File: config.mk
export PLATFORM = sky130hd
export DESIGN_NAME = sdram_burst_colgen
export DESIGN_NICKNAME = d
export VERILOG_FILES = /design/src/rtl/sdcol_pkg.sv /design/src/rtl/sdcol_mask.sv /design/src/rtl/sdcol_seq.sv /design/src/rtl/sdcol_addr.sv /design/src/rtl/sdram_burst_colgen.sv
export SDC_FILE = /design/constraint.sdc
export NUM_CORES = 1
export LEC_CHECK = 0
export BUFFER_PORTS_ARGS = -buffer_cell sky130_fd_sc_hd__buf_2
export CAP_MARGIN = 0
export CORE_ASPECT_RATIO = 1.1
export CORE_MARGIN = 2
export CORE_UTILIZATION = 50
export CTS_CLUSTER_SIZE = 10
export DETAILED_ROUTE_END_ITERATION = 16
export GPL_ROUTABILITY_DRIVEN = 0
export MAX_ROUTING_LAYER = met4
export PLACE_DENSITY = 0.81
export SLEW_MARGIN = 20
export SYNTH_ARGS = -nofsm -noshare
export SYNTH_HDL_FRONTEND = slang
export SYNTH_SLANG_ARGS = --single-unit
File: constraint.sdc
create_clock -name clk -period 2.1 [get_ports clk]
set_input_delay 0.21 -clock clk [delete_from_list [all_inputs] [get_ports clk]]
set_output_delay 0.21 -clock clk [all_outputs]
set_load 0.01 [all_outputs]
File: src/rtl/sdcol_pkg.sv
package sdcol_pkg;
    typedef enum logic [1:0] {
        ST_IDLE,
        ST_FIXED,
        ST_PAGE
    } col_state_e;

    localparam int LEN_CODE_W = 3;
    localparam logic [LEN_CODE_W-1:0] LEN_CODE_PAGE = 3'b111;
endpackage

File: src/rtl/sdcol_mask.sv
// Decodes the burst length code into a mask of the column bits that move.
module sdcol_mask
    import sdcol_pkg::*;
#(
    parameter int COL_W = 8
) (
    input  logic [LEN_CODE_W-1:0] code_i,
    output logic [COL_W-1:0]      mask_o,
    output logic                  page_o
);
    assign page_o = (code_i == LEN_CODE_PAGE);

    // A fixed code c (0..3) frees the low c bits; full page frees them all.
    for (genvar i = 0; i < COL_W; i++) begin : g_bit
        assign mask_o[i] = page_o
                         | (!code_i[2] && (32'(code_i[1:0]) > i));
    end
endmodule

File: src/rtl/sdcol_seq.sv
// Burst state machine: captures the burst settings and counts beats.
module sdcol_seq
    import sdcol_pkg::*;
#(
    parameter int COL_W = 8
) (
    input  logic             clk,
    input  logic             rst_n,
    input  logic             start_i,
    input  logic             stop_i,
    input  logic [COL_W-1:0] col_i,
    input  logic [COL_W-1:0] mask_i,
    input  logic             page_i,
    input  logic             ilv_i,
    output col_state_e       state_o,
    output logic [COL_W-1:0] beat_o,
    output logic [COL_W-1:0] base_o,
    output logic [COL_W-1:0] mask_o,
    output logic             ilv_o,
    output logic             vld_o,
    output logic             last_o
);
    col_state_e       state_q, state_d;
    logic [COL_W-1:0] beat_q, base_q, mask_q;
    logic             ilv_q;
    logic             at_end;

    assign at_end = (beat_q == mask_q);

    always_comb begin
        state_d = state_q;
        if (start_i) begin
            state_d = page_i ? ST_PAGE : ST_FIXED;
        end else begin
            unique case (state_q)
                ST_IDLE:  state_d = ST_IDLE;
                ST_FIXED: if (stop_i || at_end) state_d = ST_IDLE;
                ST_PAGE:  if (stop_i) state_d = ST_IDLE;
                default:  state_d = ST_IDLE;
            endcase
        end
    end

    always_ff @(posedge clk) begin
        if (!rst_n) begin
            state_q <= ST_IDLE;
            beat_q  <= '0;
            base_q  <= '0;
            mask_q  <= '0;
            ilv_q   <= 1'b0;
        end else begin
            state_q <= state_d;
            if (start_i) begin
                beat_q <= '0;
                base_q <= col_i;
                mask_q <= mask_i;
                ilv_q  <= ilv_i & ~page_i;
            end else if (state_q != ST_IDLE) begin
                beat_q <= beat_q + 1'b1;
            end
        end
    end

    always_comb begin
        vld_o  = 1'b0;
        last_o = 1'b0;
        unique case (state_q)
            ST_IDLE:  ;
            ST_FIXED: begin vld_o = 1'b1; last_o = at_end; end
            ST_PAGE:  vld_o = 1'b1;
            default:  ;
        endcase
    end

    assign state_o = state_q;
    assign beat_o  = beat_q;
    assign base_o  = base_q;
    assign mask_o  = mask_q;
    assign ilv_o   = ilv_q;

    a_r2_start_beat0: assert property (@(posedge clk) disable iff (!rst_n)
        start_i |=> (vld_o && beat_q == '0 && base_q == $past(col_i)));
    a_r7_page_no_last: assert property (@(posedge clk) disable iff (!rst_n)
        (state_q == ST_PAGE) |-> !last_o);
    a_r7_idle_after_last: assert property (@(posedge clk) disable iff (!rst_n)
        (last_o && !start_i) |=> !vld_o);
    a_r8_stop_ends: assert property (@(posedge clk) disable iff (!rst_n)
        (stop_i && !start_i) |=> !vld_o);
    a_r10_start_wins: assert property (@(posedge clk) disable iff (!rst_n)
        (start_i && stop_i) |=> vld_o);
endmodule

File: src/rtl/sdcol_addr.sv
// Forms the column of the current beat from the start column and beat count.
module sdcol_addr #(
    parameter int COL_W = 8
) (
    input  logic [COL_W-1:0] base_i,
    input  logic [COL_W-1:0] beat_i,
    input  logic [COL_W-1:0] mask_i,
    input  logic             ilv_i,
    output logic [COL_W-1:0] col_o
);
    logic [COL_W-1:0] sum;

    // The low bits of the full sum equal the wrapped sum of the low bits.
    assign sum = base_i + beat_i;

    for (genvar i = 0; i < COL_W; i++) begin : g_bit
        assign col_o[i] = !mask_i[i] ? base_i[i]
                        : (ilv_i ? (base_i[i] ^ beat_i[i]) : sum[i]);
    end
endmodule

File: src/rtl/sdram_burst_colgen.sv
module sdram_burst_colgen
    import sdcol_pkg::*;
#(
    parameter int COL_W = 8
) (
    input  logic                  clk,
    input  logic                  rst_n,
    input  logic                  start_i,
    input  logic [COL_W-1:0]      start_col_i,
    input  logic [LEN_CODE_W-1:0] blen_i,
    input  logic                  ilv_i,
    input  logic                  stop_i,
    output logic [COL_W-1:0]      col_o,
    output logic                  beat_vld_o,
    output logic                  last_o
);
    logic [COL_W-1:0] new_mask, mask_q, beat_q, base_q;
    logic             new_page, ilv_q;
    col_state_e       state;

    sdcol_mask #(.COL_W(COL_W)) u_mask (
        .code_i (blen_i),
        .mask_o (new_mask),
        .page_o (new_page)
    );

    sdcol_seq #(.COL_W(COL_W)) u_seq (
        .clk     (clk),
        .rst_n   (rst_n),
        .start_i (start_i),
        .stop_i  (stop_i),
        .col_i   (start_col_i),
        .mask_i  (new_mask),
        .page_i  (new_page),
        .ilv_i   (ilv_i),
        .state_o (state),
        .beat_o  (beat_q),
        .base_o  (base_q),
        .mask_o  (mask_q),
        .ilv_o   (ilv_q),
        .vld_o   (beat_vld_o),
        .last_o  (last_o)
    );

    sdcol_addr #(.COL_W(COL_W)) u_addr (
        .base_i (base_q),
        .beat_i (beat_q),
        .mask_i (mask_q),
        .ilv_i  (ilv_q),
        .col_o  (col_o)
    );

    a_r6_page_step: assert property (@(posedge clk) disable iff (!rst_n)
        (state == ST_PAGE && !start_i && !stop_i)
            |=> (col_o == $past(col_o) + 1'b1));
    a_r4_upper_fixed: assert property (@(posedge clk) disable iff (!rst_n)
        (beat_vld_o && !last_o && !start_i && !stop_i)
            |=> ((col_o & ~mask_q) == $past(col_o & ~mask_q)));
endmodule

==> reports/summary.txt, run 1 <==
CTS tree -> done
Final count of pins violating max slew -> 0
Drt wl/cell -> 16.12 um
Number of global-route vias before repair -> 1372
Fill cell count -> 208
Worst Setup End Kind -> primary output
Layout Skew -> 0.006035 ns
I/O pin cnt -> 26
Skew-Pair Late Insertion Delay -> 0.34 ns
Fin. Hold Viols -> 0
Syn-to-layout area delta -> 28.46%
Clock-pin slew on the worst setup and hold paths -> 0.14 ns
Inserted Diodes -> 0
Yosys reg bits -> 23
Worst path top cell family by delay -> adder cells
Placed wire-length estimate -> 2323 um
CP arrival -> 2.16 ns
P_leak -> 0.8480 nW
CTS Buf Count -> 3
CP Cell Sequence -> ha_4, fa_2, a21o_1, a21oi_2, o31ai_2, xor2_1, mux2_4, buf_6
Sequential area share after synthesis -> 0.3090
Count of final setup violators -> 5
Total die area -> 3433 um2
Failing checks -> negative setup slack
Number of flops mapped to enable cells by yosys -> 0
Cell Area, Synth -> 1490 um2
Final worst setup slack -> -0.2729 ns
Fin area -> 1914 um2
Layout cells sized above 1 -> 0.3654
FP Rows -> 20
Area of the multi-input gates -> 1107 um2
Ys flop type -> dfxtp_1
DRC viols -> 0
Syn Area/Cell -> 8.614 um2
Syn Nets -> 201
Synthesis warning total -> 0
Pwr per Cell Area -> 456.0 nW/um2
H-tree depth -> 1
Status -> finished with violations
RSZ-0062 raised after global routing -> yes
Drt pass-1 iters -> 4
Crit share post-route -> 1.130
Max-cap violations -> 0
Worst hold path type -> in -> reg
Critical path class -> reg -> out
DIE WIDTH -> 56.05 um
Worst-path fanout max -> 2
Starting Density -> 0.5317
Max Clock Freq -> 0.4214 GHz
VDD IR max -> 0.4247 mV
IO buf count -> 25
Worst slew margin -> 0.6705
Root buf cell -> clkbuf_4
1st-iter DRT viols -> 60
Worst Path Required -> 1.89 ns
Overflow after GRT -> 0
GRT Util Overall -> 0.2479
Least-Margin Pin Slew -> 0.4936 ns
Placed cell area -> 1690 um2
Nets -> 237
Synth unique cells -> 39
Number of vias per cell -> 5.921
Slowest CP cell -> dfxtp_2
Pre-CTS setup slack -> -0.05573 ns
CP Launch Type -> flop
Finished Core Util -> 0.6830
Crit-path max cell delay -> 0.36 ns
Largest net degree at the start of global routing -> 23
Crit path buf inv count -> 1
Number of routed nets with antenna violations -> 0
DRT Wirelength -> 3886 um
First-pass GRT wire length -> 6196 um
Core footprint -> 2803 um2
Max Root-Sink Buffers -> 2
Antenna violations before repair -> 0
Async SR Flop Fraction -> 0
Routed via count -> 1427
Cts hold-fix bufs -> 0
Clock sinks -> 23
Reg area -> 478.0 um2
Cells after Synth -> 173
Die height -> 61.26 um
Minimum clock period -> 2.373 ns
power breakdown:
part           internal [mW]  switching, mW  leakage, nW  total (mW)
combinational         0.0833         0.0857        0.641       0.169
sequential             0.451         0.0232        0.193       0.475
clock                 0.0733          0.156       0.0139       0.229
flip-flops by register name, summed over array words and instances, names as in the netlist:
name and cells:
u_seq.base_o 8, u_seq.beat_o 8, u_seq.mask_o 4, u_seq.state_o 2, u_seq.ilv_o 1
layer usage:
layer | routed length, um | up-vias | GRT usage | part of all wire
li1 | - | 685 | - | -
met1 | 1548 | 671 | 0.2588 | 0.40
met2 | 1980 | 56 | 0.4521 | 0.51
met3 | 211 | 15 | 0.04202 | 0.054
met4 | 144 | 0 | 0.1395 | 0.037
met5 | 0 | - | - | 0
layout by cell type (no fill, tap or decap), types with 2 or more instances in the layout:
cell       n
nor2b_1    2
xor2_1    11
dfxtp_4    2
buf_4     12
or3_1      2
nand3_1    6
clkbuf_4   3
buf_2     23
buf_6      3
nand2_1    4
a21o_1     4
ha_4       6
dfxtp_1   13
o21ai_0    4
dfxtp_2    8
a21oi_2    3
inv_1      5
nand4_1    3
a31oi_1    3
a21oi_1   11
mux2i_1   10
ha_1       5
o31ai_2    2
nand2b_1   5
nor2_1    28
nand4b_1   2
mux2_4     2
xnor2_1    5
what timing repair did:
item / CTS / global route
setup buffers: 1 / 1
gates resized for setup: 31 / 7
pin swaps: 10 / 5
endpoints found under the setup margin: 5 / 6
cells in the mapped netlist, types with 4 or more instances:
library cell / instances / area [um2]
inv_1: 5 / 18.77
nor2_1: 28 / 105.1
xor2_1: 11 / 96.34
a21o_1: 4 / 30.03
nand2b_1: 5 / 31.28
mux2i_1: 10 / 100.1
o21ai_0: 5 / 25.02
dfxtp_1: 23 / 460.4
xnor2_1: 5 / 43.79
a21oi_1: 13 / 65.06
nand3_1: 6 / 30.03
nand2_1: 5 / 18.77
ha_1: 11 / 137.6
logic make-up (layout without fill, tap and decap cells):
| group | count (synthesis) | after routing | synth area share |
|---|---|---|---|
| flip-flops | 23 | 23 | 0.3090 |
| AND/OR/NAND/NOR | 62 | 62 | 0.2091 |
| adder cells (fa/ha/maj) | 12 | 12 | 0.1058 |
| XOR/XNOR | 16 | 16 | 0.09404 |
| AO/OA/AOI/OAI | 35 | 35 | 0.1469 |
| multiplexers | 13 | 13 | 0.08984 |
| buffers and inverters | 12 | 47 | 0.04534 |
worst paths after layout:
check	start	endpoint	slack, ns	cells past startpoint
setup / recovery	u_seq.base_o[0]	col_o[6]	-0.27	8
hold / removal	stop_i	u_seq.state_o[0]	0.05	2
setup reg to reg	u_seq.beat_o[5]	u_seq.state_o[0]	0.36	7
hold reg to reg	u_seq.mask_o[1]	u_seq.mask_o[1]	0.56	2
area by class of cell:
cell class	instances	share of cell area
multi-input combinational	138	0.5784
sequential	23	0.2497
tap	33	0.02157
inverter	5	0.009804
clock inverter	1	0.003922
timing repair buffer	38	0.1248
clock buffer	3	0.01176
through the flow:
stage / std cells / hold WS, ns / total power [mW] / TNS [ns]
6_report: 241 / 0.04767 / 0.8730 / -0.9090
5_1_grt: 241 / 0.06308 / 0.9036 / -1.247
4_1_cts: 240 / 0.04905 / 0.8654 / -0.6351
3_5_place_dp: 235 / 0.4247 / 0.6245 / -0.05573
3_3_place_gp: 235 / 0.4183 / 0.6210 / -0.04899
2_1_floorplan: 173 / 0.3108 / 0.5717 / 0
(Power assumes the default switching activity.)
==> run 2: changes to the inputs <==
--- a/config.mk
+++ b/config.mk
@@ -5,16 +5,16 @@
 export SDC_FILE = /design/constraint.sdc
 export NUM_CORES = 1
 export LEC_CHECK = 0
-export BUFFER_PORTS_ARGS = -buffer_cell sky130_fd_sc_hd__buf_2
 export CAP_MARGIN = 0
 export CORE_ASPECT_RATIO = 1.1
 export CORE_MARGIN = 2
-export CORE_UTILIZATION = 50
+export CORE_UTILIZATION = 45
 export CTS_CLUSTER_SIZE = 10
 export DETAILED_ROUTE_END_ITERATION = 16
+export DONT_BUFFER_PORTS = 1
 export GPL_ROUTABILITY_DRIVEN = 0
 export MAX_ROUTING_LAYER = met4
-export PLACE_DENSITY = 0.81
+export PLACE_DENSITY = 0.68
 export SLEW_MARGIN = 20
 export SYNTH_ARGS = -nofsm -noshare
 export SYNTH_HDL_FRONTEND = slang
==> run 2 against run 1 <==
  * The run ends with design-rule violations, negative setup slack left
  * Via count shrank 11%
  * Clock-buffer cell count stayed put
  * Clock skew fell by 0.00070 ns
  * Register-to-register slack improved by 0.16 ns
  * Global-route usage fell by 4.1 points
  * Sequential share of layout area up 1.6 points
  * First-iteration DRC count rose by 6.7%
  * Final cell count fell by 9.5%
  * Routed wire length fell by 11%
  * Clock power shrank 8%
==> reports/summary.txt, run 2 (synthesis gave the netlist of run 1 again) <==
Setup crit end -> col_o[6] (unchanged)
Drt pass-1 iters -> 10 (was 4)
Area of the multi-input gates -> 1109 um2 (was 1107 um2)
Clock power share -> 0.256 (was 0.263)
R2r startpoint -> u_seq.beat_o[1] (was u_seq.beat_o[5])
CP Cell Sequence -> ha_4, fa_2, a21o_1, a21oi_2, o31ai_2, xor2_1, mux2_4 (was ha_4, fa_2, a21o_1, a21oi_2, o31ai_2, xor2_1, mux2_4, buf_6)
RSZ-0062 raised after global routing -> yes (unchanged)
Commonest non-fill, non-tap cell in the layout -> nor2_1 (unchanged)
P_leak -> 0.7585 nW (was 0.8480 nW)
Crit share post-route -> 1.086 (was 1.130)
DIE WIDTH -> 58.87 um (was 56.05 um)
Flop pwr share -> 0.578 (was 0.544)
Max Clock Freq -> 0.4387 GHz (was 0.4214 GHz)
Slowest CP cell -> dfxtp_2 (unchanged)
Worst path top cell family by delay -> adder cells (unchanged)
H-tree depth -> 1 (unchanged)
Critical path class -> reg -> out (unchanged)
Starting Density -> 0.4806 (was 0.5317)
Antenna violations before repair -> 0 (unchanged)
First-pass GRT wire length -> 5968 um (was 6196 um)
Syn-to-layout area delta -> 19.82% (was 28.46%)
Pre-CTS setup slack -> -0.002124 ns (was -0.05573 ns)
Total negative slack -> -0.4699 ns (was -0.9090 ns)
VDD IR max -> 0.2850 mV (was 0.4247 mV)
Worst hold path type -> in -> reg (unchanged)
DRC viols -> 1 (was 0)
Layout cells sized above 1 -> 0.2826 (was 0.3654)
Number of vias per cell -> 5.853 (was 5.921)
Failing checks -> design-rule violations, negative setup slack (was negative setup slack)
Worst-path fanout max -> 3 (was 2)
Die height -> 64.36 um (was 61.26 um)
Switching power share of the total -> 0.2802 (was 0.3035)
Overflow after GRT -> 0 (unchanged)
Comb pwr share -> 0.166 (was 0.194)
CP Launch Type -> flop (unchanged)
IO buf count -> 0 (was 25)
Post-placement cell count -> 209 (was 235)
Int Pwr -> 590.0 uW (was 608.1 uW)
Final worst setup slack -> -0.1796 ns (was -0.2729 ns)
I/O pin cnt -> 26 (unchanged)
DRT Wirelength -> 3456 um (was 3886 um)
Clock sinks -> 23 (unchanged)
Minimum clock period -> 2.280 ns (was 2.373 ns)
Highest-count cells in the layout ignoring fill and taps -> nor2_1 (28), dfxtp_1 (14), xor2_1 (11), buf_4 (11) (was nor2_1 (28), buf_2 (23), dfxtp_1 (13))
Placed wire-length estimate -> 2580 um (was 2323 um)
Crit-path max cell delay -> 0.36 ns (about the same)
Worst slew margin -> 0.6719 (was 0.6705)
Least-Margin Pin Slew -> 0.4915 ns (was 0.4936 ns)
Routed via count -> 1276 (was 1427)
Pwr Total -> 819.7 uW (was 873.0 uW)
Drt wl/cell -> 15.85 um (was 16.12 um)
Critical path startpoint -> u_seq.beat_o[0] (was u_seq.base_o[0])
Fin. Hold Viols -> 0 (unchanged)
Number of routed nets with antenna violations -> 0 (unchanged)
Core footprint -> 3100 um2 (was 2803 um2)
Inserted Diodes -> 0 (unchanged)
CTS tree -> done (unchanged)
Fin area -> 1785 um2 (was 1914 um2)
Max-cap violations -> 0 (unchanged)
Total die area -> 3788 um2 (was 3433 um2)
Fin cells -> 218 (was 241)
Largest net degree at the start of global routing -> 23 (unchanged)
Hold WS -> 0.03651 ns (was 0.04767 ns)
Worst Setup End Kind -> primary output (unchanged)
Final count of pins violating max slew -> 0 (unchanged)
Status -> finished with violations (unchanged)
Max Root-Sink Buffers -> 2 (unchanged)
Worst Path Required -> 1.89 ns (about the same)
NetSw -> 229.7 uW (was 264.9 uW)
Crit path buf inv count -> 0 (was 1)
Clock-pin slew on the worst setup and hold paths -> 0.13 ns (was 0.14 ns)
GRT Util Overall -> 0.2067 (was 0.2479)
Pwr per Cell Area -> 459.1 nW/um2 (was 456.0 nW/um2)
Worst reg2reg path depth -> 7 (unchanged)
R2R Path End -> u_seq.state_o[0] (unchanged)
Count of final setup violators -> 4 (was 5)
Hold_sp -> start_col_i[6] (was stop_i)
1st-iter DRT viols -> 64 (was 60)
Skew-Pair Late Insertion Delay -> 0.32 ns (was 0.34 ns)
Placed cell area -> 1551 um2 (was 1690 um2)
Number of global-route vias before repair -> 1319 (was 1372)
Root buf cell -> clkbuf_4 (unchanged)
CP arrival -> 2.07 ns (was 2.16 ns)
Fill cell count -> 280 (was 208)
Reg area -> 474.2 um2 (was 478.0 um2)
Finished Core Util -> 0.5759 (was 0.6830)
FP Rows -> 21 (was 20)
Layout Skew -> 0.005333 ns (was 0.006035 ns)
CTS Buf Count -> 3 (unchanged)
R2R Setup Slk -> 0.52 ns (was 0.36 ns)
Nets -> 213 (was 237)
Crit. path cell count -> 7 (was 8)
## run 2: cell types whose count changed in the layout (fill, tap and decap cells not counted), sizes merged
cell,delta
clkinvlp,-1
clkinv,+1
dlygate4sd3,+2
buf,-26
## run 2: cell type report
type,count,share of cell area
inverters,5,0.01051
repair buffers,14,0.06377
flip-flops and latches,23,0.2656
clock buffers,3,0.01261
well taps,34,0.02383
clock inverters,1,0.002803
multi-input cells,138,0.6209
## run 2: routing by layer
metal  part of all wire  global-route usage  vias up
li1                   -                   -      632
met1               0.41              0.2425      610
met2               0.55              0.3694       30
met3              0.039             0.02834        4
met4             0.0087             0.04261        0
met5                  0                   -        -
## run 2: worst register-to-register path: stages (launching register included)
cell	delay [ns]
dfxtp_2	0.36
buf_4	0.14
buf_4	0.15
xor2_1	0.15
nor4_2	0.32
nand2_1	0.15
a21oi_2	0.15
o31ai_1	0.07
## run 2: power groups by stage
| stage | combinational (mW) | sequential [mW] | clock [mW] |
|---|---|---|---|
| 6_report | 0.136 | 0.474 | 0.210 |
| 5_1_grt | 0.151 | 0.476 | 0.235 |
| 4_1_cts | 0.133 | 0.474 | 0.217 |
| 3_5_place_dp | 0.115 | 0.481 | 0 |
| 3_3_place_gp | 0.109 | 0.480 | 0 |
| 2_1_floorplan | 0.0976 | 0.474 | 0 |
## run 2: repair_timing
action,CTS,global route
endpoints found under the setup margin,5,6
gates cloned,0,0
hold endpoints to repair,2,0
resized for setup,34,3
hold buffers,2,0
buffers inserted,3,0
pin swaps,9,0
## run 2: how the worst min path moves through the flow
stage / endpoint / slack [ns] / cells past startpoint
finish: u_seq.base_o[6] / 0.04 / 2
global route: u_seq.mask_o[2] / 0.04 / 2
CTS: u_seq.base_o[6] / 0.03 / 2
detailed placement: u_seq.state_o[0] / 0.31 / 1
global placement: u_seq.mask_o[0] / 0.31 / 1
floorplan: u_seq.state_o[0] / 0.31 / 1
==> run 3: changes to the inputs <==
--- a/config.mk
+++ b/config.mk
@@ -5,16 +5,18 @@
 export SDC_FILE = /design/constraint.sdc
 export NUM_CORES = 1
 export LEC_CHECK = 0
-export CAP_MARGIN = 0
+export CAP_MARGIN = 30
+export CELL_PAD_IN_SITES_DETAIL_PLACEMENT = 1
+export CELL_PAD_IN_SITES_GLOBAL_PLACEMENT = 1
 export CORE_ASPECT_RATIO = 1.1
 export CORE_MARGIN = 2
-export CORE_UTILIZATION = 45
+export CORE_UTILIZATION = 42
 export CTS_CLUSTER_SIZE = 10
 export DETAILED_ROUTE_END_ITERATION = 16
 export DONT_BUFFER_PORTS = 1
 export GPL_ROUTABILITY_DRIVEN = 0
 export MAX_ROUTING_LAYER = met4
-export PLACE_DENSITY = 0.68
+export PLACE_DENSITY = 0.8
 export SLEW_MARGIN = 20
 export SYNTH_ARGS = -nofsm -noshare
 export SYNTH_HDL_FRONTEND = slang
==> run 3 against run 2 <==
  * The flow finishes with violations (negative setup slack)
  * Final cell count grew 8.3%
  * Fmax fell by 4.5%
  * Via count grew 4.0%
  * Hold slack got worse by 0.0085 ns
  * Critical path depth stayed put
  * Largest power group unchanged
==> reports/summary.txt, run 3 (synthesis gave the netlist of run 1 again) <==
Status -> finished with violations (unchanged)
Failing checks -> negative setup slack (was design-rule violations, negative setup slack)
Worst Path Required -> 1.89 ns (about the same)
Placed wire-length estimate -> 3143 um (was 2580 um)
Crit-path max cell delay -> 0.39 ns (was 0.36 ns)
Layout Skew -> 0.001836 ns (was 0.005333 ns)
Final count of pins violating max slew -> 0 (unchanged)
Count of final setup violators -> 4 (unchanged)
Hold WS -> 0.02802 ns (was 0.03651 ns)
Core footprint -> 3358 um2 (was 3100 um2)
VDD IR max -> 0.4723 mV (was 0.2850 mV)
Worst reg2reg path depth -> 7 (unchanged)
Slowest CP cell -> dfxtp_4 (was dfxtp_2)
Fill cell count -> 388 (was 280)
Final worst setup slack -> -0.2874 ns (was -0.1796 ns)
Total negative slack -> -0.7241 ns (was -0.4699 ns)
Post-placement cell count -> 226 (was 209)
FP Rows -> 22 (was 21)
Pre-CTS setup slack -> -0.07907 ns (was -0.002124 ns)
DRC viols -> 0 (was 1)
R2r startpoint -> u_seq.beat_o[1] (unchanged)
Number of global-route vias before repair -> 1411 (was 1319)
Minimum clock period -> 2.387 ns (was 2.280 ns)
DRT Wirelength -> 4481 um (was 3456 um)
Highest-count cells in the layout ignoring fill and taps -> nor2_1 (28), buf_4 (13), dfxtp_1 (12) (was nor2_1 (28), dfxtp_1 (14), xor2_1 (11), buf_4 (11))
Root buf cell -> clkbuf_4 (unchanged)
Clock sinks -> 23 (unchanged)
P_leak -> 0.7619 nW (was 0.7585 nW)
Critical path startpoint -> u_seq.beat_o[1] (was u_seq.beat_o[0])
Largest net degree at the start of global routing -> 23 (unchanged)
Number of vias per cell -> 5.623 (was 5.853)
Inserted Diodes -> 0 (unchanged)
Starting Density -> 0.4437 (was 0.4806)
GRT Util Overall -> 0.2324 (was 0.2067)
Routed via count -> 1327 (was 1276)
Clock-pin slew on the worst setup and hold paths -> 0.14 ns (was 0.13 ns)
Skew-Pair Late Insertion Delay -> 0.32 ns (about the same)
Nets -> 217 (was 213)
Least-Margin Pin Slew -> 0.5296 ns (was 0.4915 ns)
CP Launch Type -> flop (unchanged)
Hold_sp -> start_i (was start_col_i[6])
CTS tree -> done (unchanged)
Number of routed nets with antenna violations -> 0 (unchanged)
RSZ-0062 raised after global routing -> yes (unchanged)
Die height -> 66.47 um (was 64.36 um)
Total die area -> 4041 um2 (was 3788 um2)
H-tree depth -> 1 (unchanged)
Fin cells -> 236 (was 218)
CP arrival -> 2.18 ns (was 2.07 ns)
Syn-to-layout area delta -> 25.52% (was 19.82%)
Worst slew margin -> 0.6464 (was 0.6719)
Worst Setup End Kind -> primary output (unchanged)
Antenna violations before repair -> 0 (unchanged)
R2R Path End -> u_seq.state_o[1] (was u_seq.state_o[0])
Drt pass-1 iters -> 4 (was 10)
IO buf count -> 0 (unchanged)
Layout cells sized above 1 -> 0.3191 (was 0.2826)
WHS Endpoint -> u_seq.ilv_o (was u_seq.base_o[6])
R2R Setup Slk -> 0.43 ns (was 0.52 ns)
First-pass GRT wire length -> 6775 um (was 5968 um)
Drt wl/cell -> 18.99 um (was 15.85 um)
DIE WIDTH -> 60.80 um (was 58.87 um)
CTS Buf Count -> 3 (unchanged)
Crit share post-route -> 1.137 (was 1.086)
CP Cell Sequence -> ha_4, a211oi_4, nor3_2, o31ai_2, xor2_1, o32ai_1, buf_4 (was ha_4, fa_2, a21o_1, a21oi_2, o31ai_2, xor2_1, mux2_4)
Overflow after GRT -> 0 (unchanged)
1st-iter DRT viols -> 41 (was 64)
Worst hold path type -> in -> reg (unchanged)
I/O pin cnt -> 26 (unchanged)
Max-cap violations -> 0 (unchanged)
Worst-path fanout max -> 2 (was 3)
Commonest non-fill, non-tap cell in the layout -> nor2_1 (unchanged)
Pwr Total -> 844.0 uW (was 819.7 uW)
Critical path class -> reg -> out (unchanged)
Pwr per Cell Area -> 451.2 nW/um2 (was 459.1 nW/um2)
Max Root-Sink Buffers -> 2 (unchanged)
Max Clock Freq -> 0.4189 GHz (was 0.4387 GHz)
WHS Path Cells -> 2 (unchanged)
Fin. Hold Viols -> 0 (unchanged)
-- run 3: how the worst max path moves through the flow --
stage                           to  slack [ns]  cells past startpoint
after floorplan           col_o[6]        0.05                      7
after global placement    col_o[6]        0.03                      7
after detailed placement  col_o[6]       -0.08                      7
after CTS                 col_o[7]       -0.23                      7
after global routing      col_o[7]       -0.39                      7
final                     col_o[7]       -0.29                      7
-- run 3: per-stage QoR --
stage,util,area (um2)
after global placement,0.4739,1592
final,0.5570,1871
after CTS,0.5320,1787
after global routing,0.5570,1871
after floorplan,-,1490
after detailed placement,0.4739,1592
-- run 3: routing by layer --
| layer | GRT usage | routed length, um |
|---|---|---|
| met1 | 0.2467 | 1757 |
| met2 | 0.4516 | 2596 |
| met3 | 0.02330 | 67 |
| met4 | 0.04891 | 59 |
| met5 | - | 0 |
-- run 3: power breakdown --
part | leakage (nW) | switching (mW) | internal (mW) | total [mW]
registers | 0.194 | 0.0231 | 0.451 | 0.474
logic | 0.551 | 0.0783 | 0.0734 | 0.152
clock network | 0.0177 | 0.147 | 0.0713 | 0.218
total | 0.762 | 0.248 | 0.596 | 0.844
-- run 3: area by class of cell --
| type | instances | area, um2 | area share |
|---|---|---|---|
| Multi-Input combinational cell | 138 | 1131 | 0.6047 |
| Sequential cell | 23 | 481.7 | 0.2575 |
| Timing Repair Buffer | 18 | 151.4 | 0.08094 |
| Tap cell | 48 | 60.06 | 0.03211 |
| Clock buffer | 3 | 22.52 | 0.01204 |
| Inverter | 5 | 18.77 | 0.01003 |
| Clock inverter | 1 | 5.005 | 0.002676 |
-- run 3: critical path, delay by kind of cell, from the launching register on --
family | cells | cell delay [ns]
AOI/OAI and AO/OA | 3 | 0.86
DFF | 1 | 0.39
adders and majority gates | 1 | 0.26
buffers and inverters | 1 | 0.18
xor gates and xnor gates | 1 | 0.11
and+or+nand+nor | 1 | 0.08
-- run 3: repair_timing --
item                                   4_1_cts  5_1_grt
setup endpoints to repair                    6        7
setup buffers                                1        3
hold buffers                                 2        0
pin swaps                                   13        5
gates cloned                                 0        0
endpoints found under the hold margin        2        0
resized for setup                           30       16
